## config.mk

```make
export PLATFORM = sky130hd
export DESIGN_NAME = irq_entry_ctrl
export DESIGN_NICKNAME = d
export VERILOG_FILES = /design/src/rtl/irq_entry_pkg.sv /design/src/rtl/irq_arbiter.sv /design/src/rtl/irq_psw_ctrl.sv /design/src/rtl/irq_save_regs.sv /design/src/rtl/irq_entry_ctrl.sv
export SDC_FILE = /design/constraint.sdc
export NUM_CORES = 1
export LEC_CHECK = 0
export CAP_MARGIN = 5
export CORE_MARGIN = 5
export CORE_UTILIZATION = 40
export DETAILED_ROUTE_END_ITERATION = 6
export GPL_TIMING_DRIVEN = 0
export HOLD_SLACK_MARGIN = 0.15
export PLACE_DENSITY = 0.92
export SLEW_MARGIN = 20
export SYNTH_ARGS = -nofsm -noshare
export SYNTH_HDL_FRONTEND = slang
export SYNTH_SLANG_ARGS = --single-unit
```

## constraint.sdc

```tcl
create_clock -name clk -period 2.1 [get_ports clk]
set_input_delay 0.42 -clock clk [delete_from_list [all_inputs] [get_ports clk]]
set_output_delay 0.42 -clock clk [all_outputs]
set_load 0.01 [all_outputs]
```

## src/rtl/irq_entry_pkg.sv

```systemverilog
// Shared definitions for the interrupt entry controller: PSW bit
// positions, reset value, NMI vector and the entry selection type.
package irq_entry_pkg;

    localparam int PSW_W      = 8;
    localparam int PSW_ID_BIT = 5;
    localparam int PSW_EP_BIT = 6;
    localparam int PSW_NP_BIT = 7;
    localparam logic [PSW_W-1:0] PSW_RESET_VAL = 8'h20;

    localparam int CAUSE_W   = 32;
    localparam int CAUSE_HALF = CAUSE_W / 2;
    localparam logic [CAUSE_HALF-1:0] NMI_CAUSE_CODE = 16'h0010;
    localparam int NMI_VECTOR = 32'h10;

    // Which kind of entry is taken at the current boundary
    typedef enum logic [1:0] {
        SEL_NONE  = 2'd0,
        SEL_RESET = 2'd1,
        SEL_NMI   = 2'd2,
        SEL_MASK  = 2'd3
    } entry_sel_e;

endpackage

```

## src/rtl/irq_arbiter.sv

```systemverilog
// Priority arbiter. Purely combinational. At a boundary it chooses
// reset, then NMI (a new or deferred one, if NP is clear), then the
// lowest-numbered maskable line (if ID is clear). It also flags an NMI
// that has to be deferred because NP is set.
// Assumes: the request inputs are stable while boundary is high.
module irq_arbiter
    import irq_entry_pkg::*;
#(
    parameter int NUM_MI = 6,
    localparam int IDX_W = (NUM_MI > 1) ? $clog2(NUM_MI) : 1
) (
    input  logic              clk,
    input  logic              rst_n,
    input  logic              boundary,
    input  logic              rst_req,
    input  logic              nmi_req,
    input  logic              nmi_pend,
    input  logic              psw_id,
    input  logic              psw_np,
    input  logic [NUM_MI-1:0] mi_req,
    output entry_sel_e        sel,
    output logic [IDX_W-1:0]  mi_idx,
    output logic              nmi_defer
);

    logic [NUM_MI-1:0] grant;
    logic [NUM_MI:0]   blocked;

    // Prefix chain: a line is granted only if no lower line requests
    assign blocked[0] = 1'b0;
    for (genvar g = 0; g < NUM_MI; g++) begin : g_prio
        assign grant[g]     = mi_req[g] & ~blocked[g];
        assign blocked[g+1] = blocked[g] | mi_req[g];
    end

    // Encode the one-hot grant into a line index
    always_comb begin
        mi_idx = '0;
        for (int i = 0; i < NUM_MI; i++) begin
            if (grant[i]) mi_idx = IDX_W'(i);
        end
    end

    // Choose the entry kind by fixed priority
    always_comb begin
        if (boundary && rst_req)
            sel = SEL_RESET;
        else if (boundary && (nmi_req || nmi_pend) && !psw_np)
            sel = SEL_NMI;
        else if (boundary && blocked[NUM_MI] && !psw_id)
            sel = SEL_MASK;
        else
            sel = SEL_NONE;
    end

    // An NMI that meets NP already set is held back
    assign nmi_defer = boundary && !rst_req && nmi_req && psw_np;


    grant_onehot_chk: assert property (@(posedge clk) disable iff (!rst_n)
        $onehot0(grant));


    grant_is_lowest_chk: assert property (@(posedge clk) disable iff (!rst_n)
        mi_req[0] |-> grant[0]);

endmodule

```

## src/rtl/irq_psw_ctrl.sv

```systemverilog
// Holds the PSW and the deferred-NMI flag. Entry takes precedence over
// a PSW write, and a PSW write takes precedence over an NMI return in
// the same cycle.
// Assumes: sel comes from irq_arbiter for the current cycle.
module irq_psw_ctrl
    import irq_entry_pkg::*;
(
    input  logic             clk,
    input  logic             rst_n,
    input  entry_sel_e       sel,
    input  logic             nmi_defer,
    input  logic             psw_wr_en,
    input  logic [PSW_W-1:0] psw_wr_data,
    input  logic             nmi_ret,
    output logic [PSW_W-1:0] psw,
    output logic             nmi_pend
);

    logic [PSW_W-1:0] psw_nx;
    logic             pend_nx;

    // Next PSW value by entry kind, then write port, then NMI return
    always_comb begin
        psw_nx = psw;
        unique case (sel)
            SEL_RESET: psw_nx = PSW_RESET_VAL;
            SEL_NMI: begin
                psw_nx[PSW_ID_BIT] = 1'b1;
                psw_nx[PSW_EP_BIT] = 1'b0;
                psw_nx[PSW_NP_BIT] = 1'b1;
            end
            SEL_MASK: begin
                psw_nx[PSW_ID_BIT] = 1'b1;
                psw_nx[PSW_EP_BIT] = 1'b0;
            end
            default: begin
                if (psw_wr_en)
                    psw_nx = psw_wr_data;
                else if (nmi_ret)
                    psw_nx[PSW_NP_BIT] = 1'b0;
            end
        endcase
    end

    // Next deferred flag: cleared when NMI or reset is taken, set on a deferral
    always_comb begin
        pend_nx = nmi_pend;
        if (sel == SEL_RESET || sel == SEL_NMI)
            pend_nx = 1'b0;
        else if (nmi_defer)
            pend_nx = 1'b1;
    end

    // State registers
    always_ff @(posedge clk) begin
        if (!rst_n) begin
            psw      <= PSW_RESET_VAL;
            nmi_pend <= 1'b0;
        end else begin
            psw      <= psw_nx;
            nmi_pend <= pend_nx;
        end
    end


    pend_needs_np_chk: assert property (@(posedge clk) disable iff (!rst_n)
        $rose(nmi_pend) |-> $past(psw[PSW_NP_BIT]));


    pend_leaves_on_entry_chk: assert property (@(posedge clk) disable iff (!rst_n)
        $fell(nmi_pend) |-> psw[PSW_NP_BIT] || psw == PSW_RESET_VAL);

endmodule

```

## src/rtl/irq_save_regs.sv

```systemverilog
// Save pairs, cause register and handler address. On entry it captures
// the interrupted PC and the pre-entry PSW, updates the cause field of
// the entry kind, and drives new_pc with a one-cycle pc_load.
// Assumes: psw is the value before this cycle's entry.
module irq_save_regs
    import irq_entry_pkg::*;
#(
    parameter int PC_W     = 32,
    parameter int NUM_MI   = 6,
    parameter int VEC_BASE = 32'h80,
    parameter int VEC_STEP = 32'h10,
    localparam int IDX_W   = (NUM_MI > 1) ? $clog2(NUM_MI) : 1
) (
    input  logic               clk,
    input  logic               rst_n,
    input  entry_sel_e         sel,
    input  logic [IDX_W-1:0]   mi_idx,
    input  logic [PC_W-1:0]    cur_pc,
    input  logic [PSW_W-1:0]   psw,
    output logic [CAUSE_W-1:0] cause,
    output logic [PC_W-1:0]    nmi_save_pc,
    output logic [PSW_W-1:0]   nmi_save_psw,
    output logic [PC_W-1:0]    mi_save_pc,
    output logic [PSW_W-1:0]   mi_save_psw,
    output logic [PC_W-1:0]    new_pc,
    output logic               pc_load
);

    logic [PC_W-1:0] mi_vec;

    // Maskable vector from the granted line index
    assign mi_vec = PC_W'(VEC_BASE) + PC_W'(VEC_STEP) * PC_W'(mi_idx);

    // Capture save state, cause and handler address on entry
    always_ff @(posedge clk) begin
        if (!rst_n) begin
            cause        <= '0;
            nmi_save_pc  <= '0;
            nmi_save_psw <= '0;
            mi_save_pc   <= '0;
            mi_save_psw  <= '0;
            new_pc       <= '0;
            pc_load      <= 1'b0;
        end else begin
            pc_load <= 1'b0;
            unique case (sel)
                SEL_RESET: begin
                    cause   <= '0;
                    new_pc  <= '0;
                    pc_load <= 1'b1;
                end
                SEL_NMI: begin
                    nmi_save_pc  <= cur_pc;
                    nmi_save_psw <= psw;
                    cause[CAUSE_W-1:CAUSE_HALF] <= NMI_CAUSE_CODE;
                    new_pc  <= PC_W'(NMI_VECTOR);
                    pc_load <= 1'b1;
                end
                SEL_MASK: begin
                    mi_save_pc  <= cur_pc;
                    mi_save_psw <= psw;
                    cause[CAUSE_HALF-1:0] <= CAUSE_HALF'(mi_vec);
                    new_pc  <= mi_vec;
                    pc_load <= 1'b1;
                end
                default: ;
            endcase
        end
    end


    mask_cause_tracks_pc_chk: assert property (@(posedge clk) disable iff (!rst_n)
        (pc_load && new_pc >= PC_W'(VEC_BASE)) |-> cause[CAUSE_HALF-1:0] == CAUSE_HALF'(new_pc));


    nmi_cause_written_chk: assert property (@(posedge clk) disable iff (!rst_n)
        (pc_load && new_pc == PC_W'(NMI_VECTOR)) |-> cause[CAUSE_W-1:CAUSE_HALF] == NMI_CAUSE_CODE);

endmodule

```

## src/rtl/irq_entry_ctrl.sv

```systemverilog
// Top of the interrupt entry controller. It ties together the arbiter,
// the PSW/deferred-NMI state and the save/cause/vector registers.
// Assumes: boundary is a one-cycle strobe from the execution unit, and
// the execution unit loads new_pc whenever pc_load is high.
module irq_entry_ctrl
    import irq_entry_pkg::*;
#(
    parameter int PC_W     = 32,
    parameter int NUM_MI   = 6,
    parameter int VEC_BASE = 32'h80,
    parameter int VEC_STEP = 32'h10,
    localparam int IDX_W   = (NUM_MI > 1) ? $clog2(NUM_MI) : 1
) (
    input  logic               clk,
    input  logic               rst_n,
    input  logic               boundary,
    input  logic [PC_W-1:0]    cur_pc,
    input  logic               rst_req,
    input  logic               nmi_req,
    input  logic [NUM_MI-1:0]  mi_req,
    input  logic               psw_wr_en,
    input  logic [PSW_W-1:0]   psw_wr_data,
    input  logic               nmi_ret,
    output logic [PSW_W-1:0]   psw,
    output logic               nmi_pend,
    output logic [CAUSE_W-1:0] cause,
    output logic [PC_W-1:0]    nmi_save_pc,
    output logic [PSW_W-1:0]   nmi_save_psw,
    output logic [PC_W-1:0]    mi_save_pc,
    output logic [PSW_W-1:0]   mi_save_psw,
    output logic [PC_W-1:0]    new_pc,
    output logic               pc_load
);

    entry_sel_e       sel;
    logic [IDX_W-1:0] mi_idx;
    logic             nmi_defer;

    irq_arbiter #(.NUM_MI(NUM_MI)) i_arb (
        .clk       (clk),
        .rst_n     (rst_n),
        .boundary  (boundary),
        .rst_req   (rst_req),
        .nmi_req   (nmi_req),
        .nmi_pend  (nmi_pend),
        .psw_id    (psw[PSW_ID_BIT]),
        .psw_np    (psw[PSW_NP_BIT]),
        .mi_req    (mi_req),
        .sel       (sel),
        .mi_idx    (mi_idx),
        .nmi_defer (nmi_defer)
    );

    irq_psw_ctrl i_psw (
        .clk         (clk),
        .rst_n       (rst_n),
        .sel         (sel),
        .nmi_defer   (nmi_defer),
        .psw_wr_en   (psw_wr_en),
        .psw_wr_data (psw_wr_data),
        .nmi_ret     (nmi_ret),
        .psw         (psw),
        .nmi_pend    (nmi_pend)
    );

    irq_save_regs #(
        .PC_W     (PC_W),
        .NUM_MI   (NUM_MI),
        .VEC_BASE (VEC_BASE),
        .VEC_STEP (VEC_STEP)
    ) i_save (
        .clk          (clk),
        .rst_n        (rst_n),
        .sel          (sel),
        .mi_idx       (mi_idx),
        .cur_pc       (cur_pc),
        .psw          (psw),
        .cause        (cause),
        .nmi_save_pc  (nmi_save_pc),
        .nmi_save_psw (nmi_save_psw),
        .mi_save_pc   (mi_save_pc),
        .mi_save_psw  (mi_save_psw),
        .new_pc       (new_pc),
        .pc_load      (pc_load)
    );


    load_after_boundary_chk: assert property (@(posedge clk) disable iff (!rst_n)
        pc_load |-> $past(boundary));


    entry_masks_chk: assert property (@(posedge clk) disable iff (!rst_n)
        pc_load |-> psw[PSW_ID_BIT] && !psw[PSW_EP_BIT]);


    mask_only_when_enabled_chk: assert property (@(posedge clk) disable iff (!rst_n)
        (pc_load && new_pc >= PC_W'(VEC_BASE)) |-> !$past(psw[PSW_ID_BIT]));


    nmi_sets_np_chk: assert property (@(posedge clk) disable iff (!rst_n)
        (pc_load && new_pc == PC_W'(NMI_VECTOR)) |-> psw[PSW_NP_BIT]);

endmodule

```

Word-level counts from Yosys, hierarchy flattened:

Index checks and enable logic that the tools add are counted.
Widths: inputs -> output; s select.

* bits in registers: 154
* output and inout port bits: 154

* $add $sub $neg: 1
* equal/unequal tests: 3
* mux-type cells: 17
* bitwise gates (word level): 18
* reduce and logical (&&, ||, !) cells: 24

Operators with widths (number)
* $pmux 32 s3: 1
* $pmux 16 s2: 2
* $mux 3: 4
* $pmux 5 s2: 1
* $add 8x7->9 const A: 1
* $logic_and 1x1->1: 8
* $not 1->1: 8
* $mux 2: 3
* $reduce_bool 2->1: 3
* $and 1x1->1: 5
* $mux 5: 1
* $or 1x1->1: 5
* $eq 2x2->1 const B: 2
* $mux 1: 4
* $reduce_and 2->1: 2
* $reduce_bool 4->1: 1
* $reduce_or 2->1: 2
* $reduce_or 4->1: 1
* $logic_not 1->1: 3
* $pmux 1 s3: 1
* $reduce_bool 3->1: 1
* $reduce_or 3->1: 1
* $eq 2x1->1 const B: 1
* $logic_or 1x1->1: 2

Depth between registers and ports, before layout:

Gate-level depths: netlist (run 1).

* depth after elaboration: 14
* mapped depth: 7
* depth with buffers taken out: 4

Modules after synthesis:

Synthesis (run 1) repeated with hierarchy kept, for this count alone.

* cells, all modules: 425
* area total of the unflattened synthesis: 4463.0 sq um

By module, submodules not included
* irq_save_regs: instances 1, cells each 360, area each 3890.0 sq um, seq. area each 1801.7 sq um
* irq_psw_ctrl: instances 1, cells each 45, area each 460.4 sq um, seq. area each 180.2 sq um
* irq_arbiter: instances 1, cells each 20, area each 112.6 sq um, seq. area each 0.0 sq um

Worst setup path after synthesis (run 1):

OpenSTA, ideal clock, no wires.

* path type: input to register
* start: in mi_req[1]
* end: reg i_psw.psw[7]
* library setup time: 0.058 ns
* data arrival time: 1.616 ns
* slack: 0.426 ns
* cell stages on the path: 5
* cell sequence: or4_4 o211a_1 buf_2 a21oi_2 o21a_1

* longest elaborated chain between the ends: 13
* elaborated cells between the ends (all ways): 17
* those cells by class: 3 x eq/ne; 4 x mux; 6 x bitwise; 4 x reduce/logical

Ends and longest elaborated chain
* start: declaration: RTL line irq_entry_ctrl.sv:20 `input logic [NUM_MI-1:0] mi_req,`
* $or 1x1->1 * (5 in series): RTL line irq_arbiter.sv:33 `assign blocked[g+1] = blocked[g] | mi_req[g];`
* $logic_and 1x1->1 * (2 in series): RTL line irq_arbiter.sv:50 `else if (boundary && blocked[NUM_MI] && !psw_id)`
* $mux 2 *: RTL line irq_arbiter.sv:50
* $mux 2 *: RTL line irq_arbiter.sv:48 `else if (boundary && (nmi_req || nmi_pend) && !psw_np)`
* $mux 2 *: RTL line irq_arbiter.sv:46 `if (boundary && rst_req)`
* $eq 2x2->1 / $eq 2x1->1 (equally long branches): RTL line irq_psw_ctrl.sv:25 `unique case (sel)`
* $reduce_bool 4->1 (no source line) / $not 1->1 (equally long branches)
* $reduce_and 2->1 (no source line)
* end signal: assignment: RTL line irq_psw_ctrl.sv:60 `psw <= psw_nx;`
* end: declaration: RTL line irq_psw_ctrl.sv:15 `output logic [PSW_W-1:0] psw,`

Mark *: on every way between the ends. The rest lies on a longest branch, timed or not.
A chain may end at the register's enable or synchronous reset.

Final worst setup path (run 1):

* start: in mi_req[1]
* end: reg i_save.mi_save_pc[0]

* longest elaborated chain between the ends: 11

Ends and longest elaborated chain
* $or 1x1->1 (5 in series): RTL line irq_arbiter.sv:33
* $logic_and 1x1->1 (2 in series): RTL line irq_arbiter.sv:50
* $mux 2: RTL line irq_arbiter.sv:50
* $mux 2: RTL line irq_arbiter.sv:48
* $mux 2: RTL line irq_arbiter.sv:46
* $eq 2x2->1: RTL line irq_save_regs.sv:46 `unique case (sel)`
* end signal: assignment: RTL line irq_save_regs.sv:60 `mi_save_pc <= cur_pc;`
* end: declaration: RTL line irq_save_regs.sv:23 `output logic [PC_W-1:0] mi_save_pc,`

No other way between the ends.

==> flow_metrics.tcl, run 1 <==
set metrics [dict create \
    outcome "completed" \
    finalCritPeriodShare_pct 96.6 \
    pin_count 207 \
    die_area_um2 12300 \
    nNetsFinal 772 \
    crit_chain "clkdlybuf4s50_1 > or4_4 > o211a_1 > buf_2 > nand2_1 > a21oi_1" \
    path_buf_inv 2 \
    track_usage_pct 19.4 \
    slew_viol_final 0 \
    die_height_um 111 \
    die_w_um 111 \
    clock_skew_ns 0.0116 \
    nFillCells 857 \
    clk_latency_ns 0.35 \
    synth_top_family_by_area "simple AND/OR/NAND/NOR gates" \
    worstPathMaxFanout 10 \
    postSynthAreaPerCell_um2 8.04 \
    cts_inserted_buffers 9 \
    synth_seq_cells 99 \
    grt_use_met1_pct 21.9 \
    row_count 36 \
    hpwl_um 9470 \
    setup_viol 0 \
    hold_class "in2reg" \
    ant_nets 0 \
    leakagePower_uw 0.00238 \
    grt_antenna_before_repair 0 \
    first_pass_iters 4 \
    setup_ws_ns 0.0724 \
    core-area_um2 9860 \
    max-vdd-ir-drop_mv 0.383 \
    multiInputGateArea_um2 1720 \
    max_freq_mhz 493 \
    vias_per_cell 4.60 \
    fin_crit_ns 2.03 \
    routabilityCongestion 0.784 \
    cts_tree "done" \
    grt_util_met3_pct 6.39 \
    start_util_pct 41.3 \
    path_delay_family "simple AND/OR/NAND/NOR gates" \
    synthSimpleGateAreaFrac_pct 19.0 \
    synth_edf_count 0 \
    wl_per_cell_um 14.3 \
    clk_path_buf_depth 2 \
    synth_cells 506 \
    grt_pass1_vias 3849 \
    via_count 3946 \
    mostFrequentLayoutCell "nand2_1" \
    slew_headroom_pct 54.5 \
    drc 0 \
    synth_ff_type "dfxtp_1" \
    synth_area_um2 4070 \
    tightest_slew_ns 0.678 \
    drive_gt1_share_pct 13.0 \
    clock-sinks 99 \
    clockRootBuffer "clkbuf_8" \
    regArea_um2 1980 \
    wl_um 12200 \
    grt_max_degree 17 \
    yosysWarningCount 0 \
    drt-initial-drc-count 220 \
    power-per-cell-area_nw_per_um2 621 \
    hold_viol_final 0 \
    rsz0062_at_grt "true" \
    synth_fa_ha_area_share_pct 0 \
    maxCapViolCount 0 \
    dp_slack_ns -0.410 \
    synth-compound-area-share_pct 16.9 \
    numPortBuffers 148 \
    postSynth.asyncResetShare_pct 0 \
    cp_slowest_cell "or4_4" \
    synth_top_area_share_pct 48.7 \
    yosys.area.top_type "dfxtp_1" \
    synth_mux_area_share_pct 0.984 \
    grt_pass1_wl_um 19500 \
    top_usage_layer "met2" \
    synth.distinct_cells 44 \
    diodes 0 \
    power.total_uw 3820 \
    synth_xor_xnor_area_share_pct 0 \
    cpPeakStageDelay_ns 0.62 \
    use_met2_pct 35.3 \
    end_kind "register" \
    critPathArrivalTime_ns 2.24 \
    area_delta_synth_final_pct 51.1 \
    synth-seq-area-share_pct 48.7 \
    layout_common_cells "nand2_1, clkdlybuf4s50_1, dfxtp_1" \
    clk_pin_slew_ns 0.09 \
    postCtsSetupRepairBufs 0 \
    worstPathRequired_ns 2.31 \
    start_kind "input pin" \
    crit_type "in2reg" \
    grt_overflow 0 \
    htreeDepth 3 \
    synthTopCellsByArea "dfxtp_1, nand2_1, buf_4" \
]
-- final timing paths --
| check | startpoint | endpoint | slack [ns] | cells after the start |
|---|---|---|---|---|
| max | mi_req[1] | i_save.mi_save_pc[0]$_SDFFE_PN0N_ | 0.07 | 6 |
| max reg2reg | i_psw.psw[7]$_SDFFE_PN0P_ | i_save.nmi_save_pc[2]$_SDFFE_PN0P_ | 0.25 | 6 |
| min reg2reg | i_save.mi_save_pc[31]$_SDFFE_PN0N_ | i_save.mi_save_pc[31]$_SDFFE_PN0N_ | 0.46 | 2 |
| min | boundary | i_save.pc_load$_SDFF_PN0_ | 0.44 | 3 |
-- report_power, final --
group / internal (uW) / switching [uW] / total [uW]
Clock: 680 / 649 / 1330
Sequential: 1920 / 29.2 / 1950
Combinational: 276 / 265 / 541
-- flip-flops by register name (all words and copies together), names as in the netlist --
| signal | count |
|---|---|
| i_psw.nmi_pend | 1 |
| i_psw.psw | 8 |
| i_save.cause | 5 |
| i_save.mi_save_pc | 32 |
| i_save.mi_save_psw | 8 |
| i_save.new_pc | 4 |
| i_save.nmi_save_pc | 32 |
| i_save.nmi_save_psw | 8 |
| i_save.pc_load | 1 |
-- per-stage QoR --
step	setup TNS [ns]	std cells	cell area (um2)	hold slack, ns	util [%]
floorplan	0	560	4270	0.475	-
global route	-0.00797	857	6150	0.434	62.4
finish	0	857	6150	0.440	62.4
detailed placement	-21.72	841	5920	0.446	60.0
CTS	0	857	6140	0.408	62.3
global placement	-18.47	841	5920	0.440	60.0
-- layout make-up --
type | instances | share of cell area (%)
multi-input cells | 370 | 28.0
flip-flops and latches | 99 | 32.2
well taps | 133 | 2.71
inverters | 5 | 0.305
clock buffers | 11 | 2.14
plain buffers | 86 | 9.17
repair buffers | 148 | 24.1
clock inverters | 5 | 1.38
-- worst min-delay path, cell delays in order --
cell and delay, ns:
clkbuf_2 0.15, o31ai_1 0.13, nor2_1 0.05
-- synthesized netlist by cell type, types with 3 or more instances --
cell type,n
dfxtp_1,99
o21bai_1,3
buf_2,6
a21oi_1,88
mux2i_1,4
nor3_1,3
o21ai_0,9
buf_4,60
o21a_1,3
inv_1,4
nand2_1,159
nand3_1,8
clkbuf_1,17
nor2_1,10
-- cell families (layout without fill, tap and decap cells) --
| group | after synthesis | after routing |
|---|---|---|
| simple gates | 191 | 191 |
| compound gates | 120 | 120 |
| flops | 99 | 99 |
| buf+inv | 91 | 255 |
| mux | 4 | 4 |
| other cells | 1 | 55 |
-- per-layer routing --
metal	up-vias	share of wire [%]
li1	1976	-
met1	1813	40
met2	144	51
met3	13	8.3
met4	0	1.2
met5	-	0
-- timing repair --
item,CTS,global route
hold buffers,0,0
endpoints found under the hold margin,0,0
endpoints found under the setup margin,3,20
resized for setup,1,2
(Power assumes the default switching activity.)
==> inputs of run 2 (changes only) <==
--- a/config.mk
+++ b/config.mk
@@ -12,6 +12,7 @@
 export GPL_TIMING_DRIVEN = 0
 export HOLD_SLACK_MARGIN = 0.15
 export PLACE_DENSITY = 0.92
+export RECOVER_POWER = 25
 export SLEW_MARGIN = 20
 export SYNTH_ARGS = -nofsm -noshare
 export SYNTH_HDL_FRONTEND = slang
==> run 2 against run 1 <==
  * Clock-buffer cell count did not move
  * Routed wire length barely moved
  * Sequential power barely moved
  * Die area did not move
  * Clock power barely moved
  * Via count rose by 0.48%
  * Highest routed layer unchanged
==> flow_metrics.tcl, run 2 (synthesis results as in run 1) <==
set metrics [dict create \
    crit_chain "clkdlybuf4s50_1 > or4_4 > o211a_1 > buf_2 > nand2_1 > a21oi_1" \
    switchingPower_uw 942 \
    grt_antenna_before_repair 0 \
    clk_latency_ns 0.35 \
    start_util_pct 41.3 \
    finalCritPeriodShare_pct 97.0 \
    area_delta_synth_final_pct 51.1 \
    drt-initial-drc-count 240 \
    mostFrequentLayoutCell "nand2_1" \
    hpwl_um 9470 \
    sw_frac_of_total_pct 24.7 \
    internal_power_uw 2870 \
    numPortBuffers 148 \
    die_height_um 111 \
    leakagePower_uw 0.00253 \
    path_delay_family "simple AND/OR/NAND/NOR gates" \
    end_kind "register" \
    clk_pin_slew_ns 0.09 \
    power-per-cell-area_nw_per_um2 619 \
    row_count 36 \
    power_frac_seq_pct 51.1 \
    r2r-start "i_psw.psw[7]$_SDFFE_PN0P_" \
    setup_viol 0 \
    min_from "boundary" \
    hold_class "in2reg" \
    power.total_uw 3810 \
    ant_nets 0 \
    routabilityCongestion 0.784 \
    die_w_um 111 \
    cp_slowest_cell "or4_4" \
    outcome "completed" \
    cts_tree "done" \
    nNetsFinal 772 \
    met2_length_um 6200 \
    max_freq_mhz 491 \
    grt_pass1_vias 3849 \
    slew_headroom_pct 54.6 \
    cts_inserted_buffers 9 \
    clock_skew_ns 0.0114 \
    wl_met3_um 1010 \
    crit_type "in2reg" \
    track_usage_pct 19.4 \
    core-area_um2 9860 \
    critPathArrivalTime_ns 2.25 \
    postCtsSetupRepairBufs 0 \
    drive_gt1_share_pct 13.0 \
    clockRootBuffer "clkbuf_8" \
    cts_hold_buf 0 \
    reg_top3 "i_save.mi_save_pc x32, i_save.nmi_save_pc x32" \
    worstPathMaxFanout 10 \
    vias_per_cell 4.63 \
    nFillCells 857 \
    top_layer_used "met4" \
    slew_viol_final 0 \
    diodes 0 \
    wl_per_cell_um 14.3 \
    grt_max_degree 17 \
    wl_met1_um 4880 \
    power_frac_comb_pct 14.0 \
    clock-sinks 99 \
    clk_path_buf_depth 2 \
    worstPathRequired_ns 2.31 \
    grt_overflow 0 \
    tightest_slew_ns 0.677 \
    hold_viol_final 0 \
    fin_crit_ns 2.04 \
    via_count 3965 \
    cpPeakStageDelay_ns 0.62 \
    multiInputGateArea_um2 1720 \
    first_pass_iters 5 \
    p_clk_share_pct 34.9 \
    rsz0062_at_grt "true" \
    start_kind "input pin" \
    maxCapViolCount 0 \
    fin_setup_tns_ns 0 \
    max-vdd-ir-drop_mv 0.382 \
    die_area_um2 12300 \
    layout_common_cells "nand2_1, clkdlybuf4s50_1, dfxtp_1" \
    pin_count 207 \
    regArea_um2 1980 \
    htreeDepth 3 \
    startpoint "mi_req[1]" \
    grt_pass1_wl_um 19500 \
    drc 0 \
    wl_um 12200 \
    path_buf_inv 2 \
]
==> run 2: cell count changes in the layout (fill, tap and decap cells not counted), sizes merged <==
cell,previous run,this run
clkdlybuf4s50,148,101
dlygate4sd3,0,47
==> run 2: worst reg2reg max path, stage by stage, from the launching register on <==
cell	delay, ns
dfxtp_1	0.46
o21ba_2	0.19
clkbuf_1	0.19
nand2_1	0.22
clkbuf_1	0.46
nand2_1	0.10
a21oi_1	0.15
==> run 2: what timing repair did <==
action,CTS,global route
pin swaps,0,0
resized for setup,1,2
endpoints found under the setup margin,3,20
==> run 2: power groups by stage <==
stage          clock network (uW)  registers, uW  logic, uW
3_3_place_gp                    0           1990        527
5_1_grt                      1440           1950        582
3_5_place_dp                    0           1990        532
6_report                     1330           1950        533
4_1_cts                      1370           1950        535
2_1_floorplan                   0           2000        269
==> run 2: area by class of cell <==
type	instances	area share, %
Tap cell	133	2.71
Clock buffer	11	2.14
Timing Repair Buffer	148	24.1
Sequential cell	99	32.2
Inverter	5	0.305
Buffer	86	9.17
Multi-Input combinational cell	370	28.0
Clock inverter	5	1.38
==> run 2: path summary, 6_finish.rpt <==
check,end,depth (start not counted),slack (ns)
worst max-delay path,i_save.mi_save_pc[0]$_SDFFE_PN0N_,6,0.06
worst min-delay path,i_save.pc_load$_SDFF_PN0_,3,0.44
worst max register to register,i_save.nmi_save_pc[2]$_SDFFE_PN0P_,6,0.26
worst min register to register,i_save.nmi_save_pc[21]$_SDFFE_PN0P_,2,0.45
==> run 2: through the flow <==
stage / cell area (um2) / util (%) / setup slack, ns / hold slack, ns / instances
finish: 6150 / 62.4 / 0.0628 / 0.436 / 857
CTS: 6140 / 62.3 / 0.0717 / 0.408 / 857
global route: 6150 / 62.4 / -0.00797 / 0.434 / 857
global placement: 5920 / 60.0 / -0.298 / 0.440 / 841
detailed placement: 5920 / 60.0 / -0.410 / 0.446 / 841
floorplan: 4270 / - / 0.426 / 0.475 / 560
==> run 2: layer usage <==
layer / vias up / track usage [%]
met2: 139 / 35.3
met3: 13 / 6.39
li1: 1981 / -
met5: - / 0
met4: 0 / 4.19
met1: 1832 / 21.9
